### src/rtl/tsi_pkg.sv
package tsi_pkg;
  // Register address map of the configuration port
  typedef enum logic [2:0] {
    REG_CTRL   = 3'd0,
    REG_LINK   = 3'd1,
    REG_SLOT   = 3'd2,
    REG_STATIC = 3'd3,
    REG_COUNT  = 3'd4
  } reg_addr_e;

  localparam int CTRL_EN_BIT   = 0;
  localparam int CTRL_MODE_BIT = 1;
endpackage

### src/rtl/tsi_cfg_regs.sv
module tsi_cfg_regs #(
  parameter int LINK_W = 6,
  parameter int SLOT_W = 9,
  parameter int DATA_W = 8,
  parameter int CNT_W  = 16,
  parameter int REG_W  = 16
) (
  input  logic              clk,
  input  logic              rst_n,
  input  logic              soft_rst,
  input  logic              cfg_wr,
  input  logic [2:0]        cfg_addr,
  input  logic [REG_W-1:0]  cfg_wdata,
  input  logic [CNT_W-1:0]  sub_cnt,
  output logic              sh_en,
  output logic              sh_static,
  output logic [LINK_W-1:0] sh_link,
  output logic [SLOT_W-1:0] sh_slot,
  output logic [DATA_W-1:0] sh_pat,
  output logic [REG_W-1:0]  cfg_rdata
);
  import tsi_pkg::*;

  logic              en_d, static_d;
  logic [LINK_W-1:0] link_d;
  logic [SLOT_W-1:0] slot_d;
  logic [DATA_W-1:0] pat_d;

  always_comb begin
    en_d     = sh_en;
    static_d = sh_static;
    link_d   = sh_link;
    slot_d   = sh_slot;
    pat_d    = sh_pat;
    if (cfg_wr) begin
      case (cfg_addr)
        REG_CTRL: begin
          en_d     = cfg_wdata[CTRL_EN_BIT];
          static_d = cfg_wdata[CTRL_MODE_BIT];
        end
        REG_LINK:   link_d = cfg_wdata[LINK_W-1:0];
        REG_SLOT:   slot_d = cfg_wdata[SLOT_W-1:0];
        REG_STATIC: pat_d  = cfg_wdata[DATA_W-1:0];
        default: ;
      endcase
    end
  end

  always_ff @(posedge clk or negedge rst_n) begin
    if (!rst_n) begin
      sh_en     <= 1'b0;
      sh_static <= 1'b0;
      sh_link   <= '0;
      sh_slot   <= '0;
      sh_pat    <= '0;
    end else if (soft_rst) begin
      sh_en     <= 1'b0;
      sh_static <= 1'b0;
      sh_link   <= '0;
      sh_slot   <= '0;
      sh_pat    <= '0;
    end else if (cfg_wr) begin
      sh_en     <= en_d;
      sh_static <= static_d;
      sh_link   <= link_d;
      sh_slot   <= slot_d;
      sh_pat    <= pat_d;
    end
  end

  always_comb begin
    cfg_rdata = '0;
    case (cfg_addr)
      REG_CTRL: begin
        cfg_rdata[CTRL_EN_BIT]   = sh_en;
        cfg_rdata[CTRL_MODE_BIT] = sh_static;
      end
      REG_LINK:   cfg_rdata[LINK_W-1:0] = sh_link;
      REG_SLOT:   cfg_rdata[SLOT_W-1:0] = sh_slot;
      REG_STATIC: cfg_rdata[DATA_W-1:0] = sh_pat;
      REG_COUNT:  cfg_rdata[CNT_W-1:0]  = sub_cnt;
      default: ;
    endcase
  end
endmodule

### src/rtl/tsi_slot_match.sv
module tsi_slot_match #(
  parameter int LINK_W    = 6,
  parameter int SLOT_W    = 9,
  parameter int DATA_W    = 8,
  parameter int NUM_LINKS = 60
) (
  input  logic              clk,
  input  logic              rst_n,
  input  logic              soft_rst,
  input  logic              beat_valid,
  input  logic              beat_sof,
  input  logic [LINK_W-1:0] beat_link,
  input  logic [SLOT_W-1:0] beat_slot,
  input  logic              sh_en,
  input  logic              sh_static,
  input  logic [LINK_W-1:0] sh_link,
  input  logic [SLOT_W-1:0] sh_slot,
  input  logic [DATA_W-1:0] sh_pat,
  output logic              fire,
  output logic              eff_static,
  output logic [DATA_W-1:0] eff_pat,
  output logic              reseed
);
  localparam int LINK_SPACE = 1 << LINK_W;

  logic              act_en, act_static;
  logic [LINK_W-1:0] act_link;
  logic [SLOT_W-1:0] act_slot;
  logic [DATA_W-1:0] act_pat;
  logic              load;
  logic              eff_en;
  logic [LINK_W-1:0] eff_link;
  logic [SLOT_W-1:0] eff_slot;
  logic              link_ok;

  assign load = beat_valid & beat_sof;

  // Frame-start beat sees staging values directly
  always_comb begin
    eff_en     = load ? sh_en     : act_en;
    eff_static = load ? sh_static : act_static;
    eff_link   = load ? sh_link   : act_link;
    eff_slot   = load ? sh_slot   : act_slot;
    eff_pat    = load ? sh_pat    : act_pat;
  end

  generate
    if (NUM_LINKS < LINK_SPACE) begin : g_range
      assign link_ok = (eff_link < LINK_W'(NUM_LINKS));
    end else begin : g_full
      assign link_ok = 1'b1;
    end
  endgenerate

  assign fire   = beat_valid & eff_en & link_ok &
                  (eff_link == beat_link) & (eff_slot == beat_slot);
  assign reseed = load & sh_en & ~act_en;

  always_ff @(posedge clk or negedge rst_n) begin
    if (!rst_n) begin
      act_en     <= 1'b0;
      act_static <= 1'b0;
      act_link   <= '0;
      act_slot   <= '0;
      act_pat    <= '0;
    end else if (soft_rst) begin
      act_en     <= 1'b0;
      act_static <= 1'b0;
      act_link   <= '0;
      act_slot   <= '0;
      act_pat    <= '0;
    end else if (load) begin
      act_en     <= sh_en;
      act_static <= sh_static;
      act_link   <= sh_link;
      act_slot   <= sh_slot;
      act_pat    <= sh_pat;
    end
  end
endmodule

### src/rtl/tsi_prbs_gen.sv
module tsi_prbs_gen #(
  parameter int LFSR_W = 11,
  parameter int TAP_HI = 11,
  parameter int TAP_LO = 9,
  parameter int DATA_W = 8
) (
  input  logic              clk,
  input  logic              rst_n,
  input  logic              soft_rst,
  input  logic              reseed,
  input  logic              advance,
  output logic [DATA_W-1:0] pat_byte,
  output logic [LFSR_W-1:0] state_q
);
  logic [LFSR_W-1:0] base;
  logic [LFSR_W-1:0] walk;
  logic [LFSR_W-1:0] state_d;

  always_comb begin
    base = reseed ? {LFSR_W{1'b1}} : state_q;
    walk = base;
    pat_byte = '0;
    for (int k = 0; k < DATA_W; k++) begin
      pat_byte[DATA_W-1-k] = walk[LFSR_W-1];
      walk = {walk[LFSR_W-2:0], walk[TAP_HI-1] ^ walk[TAP_LO-1]};
    end
    state_d = advance ? walk : base;
  end

  always_ff @(posedge clk or negedge rst_n) begin
    if (!rst_n) begin
      state_q <= {LFSR_W{1'b1}};
    end else if (soft_rst) begin
      state_q <= {LFSR_W{1'b1}};
    end else if (advance || reseed) begin
      state_q <= state_d;
    end
  end
endmodule

### src/rtl/tdm_slot_inserter.sv
module tdm_slot_inserter #(
  parameter int LINK_W    = 6,
  parameter int SLOT_W    = 9,
  parameter int DATA_W    = 8,
  parameter int NUM_LINKS = 60,
  parameter int LFSR_W    = 11,
  parameter int TAP_HI    = 11,
  parameter int TAP_LO    = 9,
  parameter int CNT_W     = 16,
  parameter int REG_W     = 16
) (
  input  logic              clk,
  input  logic              rst_n,
  input  logic              soft_rst,
  input  logic              in_valid,
  input  logic              in_sof,
  input  logic [LINK_W-1:0] in_link,
  input  logic [SLOT_W-1:0] in_slot,
  input  logic [DATA_W-1:0] in_data,
  input  logic              cfg_wr,
  input  logic [2:0]        cfg_addr,
  input  logic [REG_W-1:0]  cfg_wdata,
  output logic [REG_W-1:0]  cfg_rdata,
  output logic              out_valid,
  output logic              out_sof,
  output logic [LINK_W-1:0] out_link,
  output logic [SLOT_W-1:0] out_slot,
  output logic [DATA_W-1:0] out_data
);
  logic              sh_en, sh_static;
  logic [LINK_W-1:0] sh_link;
  logic [SLOT_W-1:0] sh_slot;
  logic [DATA_W-1:0] sh_pat;
  logic              sub_fire, eff_static, reseed;
  logic [DATA_W-1:0] eff_pat, prbs_byte;
  logic [LFSR_W-1:0] prbs_state;
  logic [CNT_W-1:0]  sub_cnt_q, sub_cnt_d;
  logic [DATA_W-1:0] data_d;

  tsi_cfg_regs #(
    .LINK_W(LINK_W), .SLOT_W(SLOT_W), .DATA_W(DATA_W), .CNT_W(CNT_W), .REG_W(REG_W)
  ) u_regs (
    .clk(clk), .rst_n(rst_n), .soft_rst(soft_rst),
    .cfg_wr(cfg_wr), .cfg_addr(cfg_addr), .cfg_wdata(cfg_wdata),
    .sub_cnt(sub_cnt_q),
    .sh_en(sh_en), .sh_static(sh_static), .sh_link(sh_link),
    .sh_slot(sh_slot), .sh_pat(sh_pat), .cfg_rdata(cfg_rdata)
  );

  tsi_slot_match #(
    .LINK_W(LINK_W), .SLOT_W(SLOT_W), .DATA_W(DATA_W), .NUM_LINKS(NUM_LINKS)
  ) u_match (
    .clk(clk), .rst_n(rst_n), .soft_rst(soft_rst),
    .beat_valid(in_valid), .beat_sof(in_sof),
    .beat_link(in_link), .beat_slot(in_slot),
    .sh_en(sh_en), .sh_static(sh_static), .sh_link(sh_link),
    .sh_slot(sh_slot), .sh_pat(sh_pat),
    .fire(sub_fire), .eff_static(eff_static), .eff_pat(eff_pat), .reseed(reseed)
  );

  tsi_prbs_gen #(
    .LFSR_W(LFSR_W), .TAP_HI(TAP_HI), .TAP_LO(TAP_LO), .DATA_W(DATA_W)
  ) u_prbs (
    .clk(clk), .rst_n(rst_n), .soft_rst(soft_rst),
    .reseed(reseed), .advance(sub_fire & ~eff_static),
    .pat_byte(prbs_byte), .state_q(prbs_state)
  );

  always_comb begin
    if (sub_fire) data_d = eff_static ? eff_pat : prbs_byte;
    else          data_d = in_data;
    sub_cnt_d = sub_cnt_q + CNT_W'(1);
  end

  always_ff @(posedge clk or negedge rst_n) begin
    if (!rst_n)             sub_cnt_q <= '0;
    else if (soft_rst)      sub_cnt_q <= '0;
    else if (sub_fire)      sub_cnt_q <= sub_cnt_d;
  end

  always_ff @(posedge clk or negedge rst_n) begin
    if (!rst_n)        out_valid <= 1'b0;
    else if (soft_rst) out_valid <= 1'b0;
    else               out_valid <= in_valid;
  end

  always_ff @(posedge clk or negedge rst_n) begin
    if (!rst_n) begin
      out_sof  <= 1'b0;
      out_link <= '0;
      out_slot <= '0;
      out_data <= '0;
    end else if (in_valid && !soft_rst) begin
      out_sof  <= in_sof;
      out_link <= in_link;
      out_slot <= in_slot;
      out_data <= data_d;
    end
  end
endmodule

### config.mk
export PLATFORM = sky130hd
export DESIGN_NAME = tdm_slot_inserter
export DESIGN_NICKNAME = d
export VERILOG_FILES = /design/src/rtl/tsi_pkg.sv /design/src/rtl/tsi_cfg_regs.sv /design/src/rtl/tsi_slot_match.sv /design/src/rtl/tsi_prbs_gen.sv /design/src/rtl/tdm_slot_inserter.sv
export SDC_FILE = /design/constraint.sdc
export NUM_CORES = 1
export LEC_CHECK = 0
export ABC_AREA = 1
export BUFFER_PORTS_ARGS = -buffer_cell sky130_fd_sc_hd__clkbuf_2
export CORE_ASPECT_RATIO = 0.6
export CORE_MARGIN = 3
export CORE_UTILIZATION = 38
export DETAILED_ROUTE_END_ITERATION = 8
export GPL_TIMING_DRIVEN = 0
export PLACE_DENSITY = 0.59
export SLEW_MARGIN = 15
export SYNTH_ARGS = -nofsm -noshare
export SYNTH_HDL_FRONTEND = slang
export SYNTH_SLANG_ARGS = --single-unit
export TNS_END_PERCENT = 10
### constraint.sdc
create_clock -name clk -period 3.7 [get_ports clk]
set_input_delay 0 -clock clk [delete_from_list [all_inputs] [get_ports clk]]
set_output_delay 0 -clock clk [all_outputs]
set_load 0.01 [all_outputs]
==> out/results.tsv <==
metric	value	unit
run_status	finished, final reports clean	
syn2layout_area_growth	20.5	%
antennaDiodeCount	0	
grt_max_degree	83	
r2r_cells	12	
r2r-end	u_prbs.state_q[2]$_DFFE_PN1P_	
final_nets	984	
die_y	102	µm
final-seq-area	2570	µm²
ys_warn_count	0	
finalHoldViolations	0	
grt_pass1_vias	5223	
io_pins	89	
start_util	39.8	%
endpoint_kind	flop	
design.core.area	14800	µm²
placementRows	34	
cts_tree	done	
synthArstFlopShare	100	%
leakage	3.79	nW
yosys.area.top_type	dfrtp_1	
required	3.98	ns
place_ws	1.68	ns
final_area	7090	µm²
setup_viol_count_final	0	
maxCapViolations	0	
dieArea	17100	µm²
clock-root-buffer	clkbuf_16	
syn_inst	822	
drt_pass1_iterations	5	
routed_wl	18.0	mm
r2r_slack	1.63	ns
yosysUniqueCellTypes	38	
drtAntennaViolNets	0	
num_vias	5594	
remaining_drc_errors	0	
relSlewSlack	46.1	%
rsz0062_at_grt	false	
worstHoldPathCells	3	
drt_iter0_drc	515	
dp.cells	1099	
report.final.slew_viol_count	0	
htree_levels	3	
setup_ws	1.63	ns
globalRoute.totalOverflow	0	
port_buffers	78	
die_w	167	µm
multiInputGateArea	2660	µm²
pwr_density_cell	372	nW/µm²
syn_avg_cell_area	7.16	µm²
antenna_found_initial	0	
yosys_register_bits	102	
fmax	483	MHz
via_per_inst	4.92	
worstSetupStartpointType	flop	
gp_congestion	0.964	
clock_latency	0.34	ns
synth_area	5890	µm²
synth-edff-count	0	
drive_gt1_share	15.1	%
crit_arrival	2.35	ns
clkTransAtPathRegs	0.07	ns
clock_sinks	102	
clockBufferDepth	2	
place_area	6560	µm²
setup_tns	0	ns
layout_commonest_cell	nand2_1	
grt_pass1_wl	28.7	mm
fillers	1530	
r2r-start	u_regs.sh_en$_DFFE_PN0P_	
dominantRegCellSynth	dfrtp_1	
irDropWorstVdd	0.222	mV
final_util	47.9	%
synth.top_cell.area_share	38.7	%
place_hpwl	14.1	mm
cts-resized-gates	0	
worstMarginPinSlew	0.803	ns
startpoint	u_regs.sh_en$_DFFE_PN0P_	
crit_end	u_prbs.state_q[2]$_DFFE_PN1P_	
crit_fanout	6	
cts_buffers	9	
post-route-period-util	56.0	%
final_cell_mix	248 x nand2_1, 126 x inv_1, 91 x dfrtp_1	
yosys-top-cells-area	dfrtp_1 39%, nand2_1 16%, inv_1 8.0%, nand3_1 6.5%, o21ai_0 5.7%	
wl_per_cell	15.9	µm
ys_seq_area_share	43.6	%
finalCriticalPeriod	2.07	ns
hold_class	input pin to flop	
critPathKind	flop to flop	
final_cells	1137	
syn-num-nets	871	
skew	0.00626	ns
grt_use_total	21.5	%
-- power breakdown --
part | switching (mW) | leakage (nW) | internal (mW)
registers | 0.0418 | 1.31 | 1.19
clock network | 0.412 | 0.145 | 0.555
logic | 0.289 | 2.33 | 0.153
-- cell type report --
| cell class | count | area share [%] |
|---|---|---|
| inverter | 129 | 6.83 |
| clock inverter | 4 | 0.653 |
| buffer | 30 | 2.52 |
| tap | 198 | 3.49 |
| clock buffer | 11 | 3.57 |
| timing repair buffer | 102 | 9.27 |
| multi-input combinational | 561 | 37.5 |
| sequential | 102 | 36.2 |
-- worst min path at each step --
stage               startpoint                        end  slack (ns)
floorplan                rst_n    out_data[0]$_DFFE_PN0P_       -0.30
global placement    in_link[0]    out_link[0]$_DFFE_PN0P_        0.30
detailed placement       rst_n  sub_cnt_q[11]$_DFFE_PN0P_       -0.11
CTS                 in_slot[8]    out_slot[8]$_DFFE_PN0P_       0.002
global route        in_slot[0]    out_slot[0]$_DFFE_PN0P_        0.02
finish              in_slot[8]    out_slot[8]$_DFFE_PN0P_        0.02
-- what timing repair did --
| action | CTS | global route |
|---|---|---|
| hold buffers | 23 | 0 |
| setup buffers | 0 | 0 |
| hold endpoints to repair | 114 | 0 |
-- synth_stat cells, types with 3 or more instances --
master    instances
nand2_1         248
xor2_1           16
o21ai_0          67
clkbuf_1         16
nor2_1           63
nand2_2           7
nand4_1          20
nor2_2            4
a21oi_1          12
nand3_1          77
dfstp_2          11
dfrtp_1          91
nor3_1           10
nand3_2           3
o22ai_1           6
o221ai_1          3
o21ai_1           7
buf_4             5
inv_1           126
buf_6             6
-- logic make-up after synthesis --
family | count (synthesis) | share of synthesized area [%]
XOR/XNOR | 16 | 2.38
buffers and inverters | 159 | 11.3
flip-flops | 102 | 43.6
multiplexers | 2 | 0.383
adder cells (fa/ha/maj) | 1 | 0.213
AND/OR/NAND/NOR | 442 | 33.0
AO/OA/AOI/OAI | 100 | 9.12
-- stage by stage --
stage          total power [mW]  hold WS (ns)
5_1_grt                    2.76        0.0156
6_report                   2.63        0.0201
2_1_floorplan              1.48        -0.296
4_1_cts                    2.65       0.00209
3_3_place_gp               1.66         0.298
3_5_place_dp               1.67        -0.113
-- sequential cells by signal (all words and copies together) (netlist names) --
name / cells
u_prbs.state_q: 11
sub_cnt_q: 16
out_link: 6
out_slot: 9
u_regs.sh_slot: 9
u_regs.sh_link: 6
u_match.act_slot: 9
out_data: 8
u_match.act_pat: 8
u_regs.sh_static: 1
u_match.act_link: 6
u_match.act_static: 1
out_valid: 1
u_match.act_en: 1
out_sof: 1
u_regs.sh_pat: 8
u_regs.sh_en: 1
-- metal layers --
metal	GRT usage (%)	vias to the layer above	share of wire, %
li1	-	2823	-
met1	33.9	2563	52
met2	28.9	190	38
met3	5.91	18	9.1
met4	4.12	0	0.88
met5	0	-	0
-- worst max-delay path, stage by stage (launching register included) --
cell and delay (ns):
dfrtp_1 0.39, inv_1 0.10, nand3_1 0.08, nand2_1 0.11
nor2_1 0.18, nand2_1 0.07, nor2_1 0.08, nand2_1 0.06
nor2_1 0.20, nand3_1 0.10, nor2_1 0.42, nand2_1 0.12
nand3_1 0.10
No activity file was read; power rests on OpenSTA's default activity.
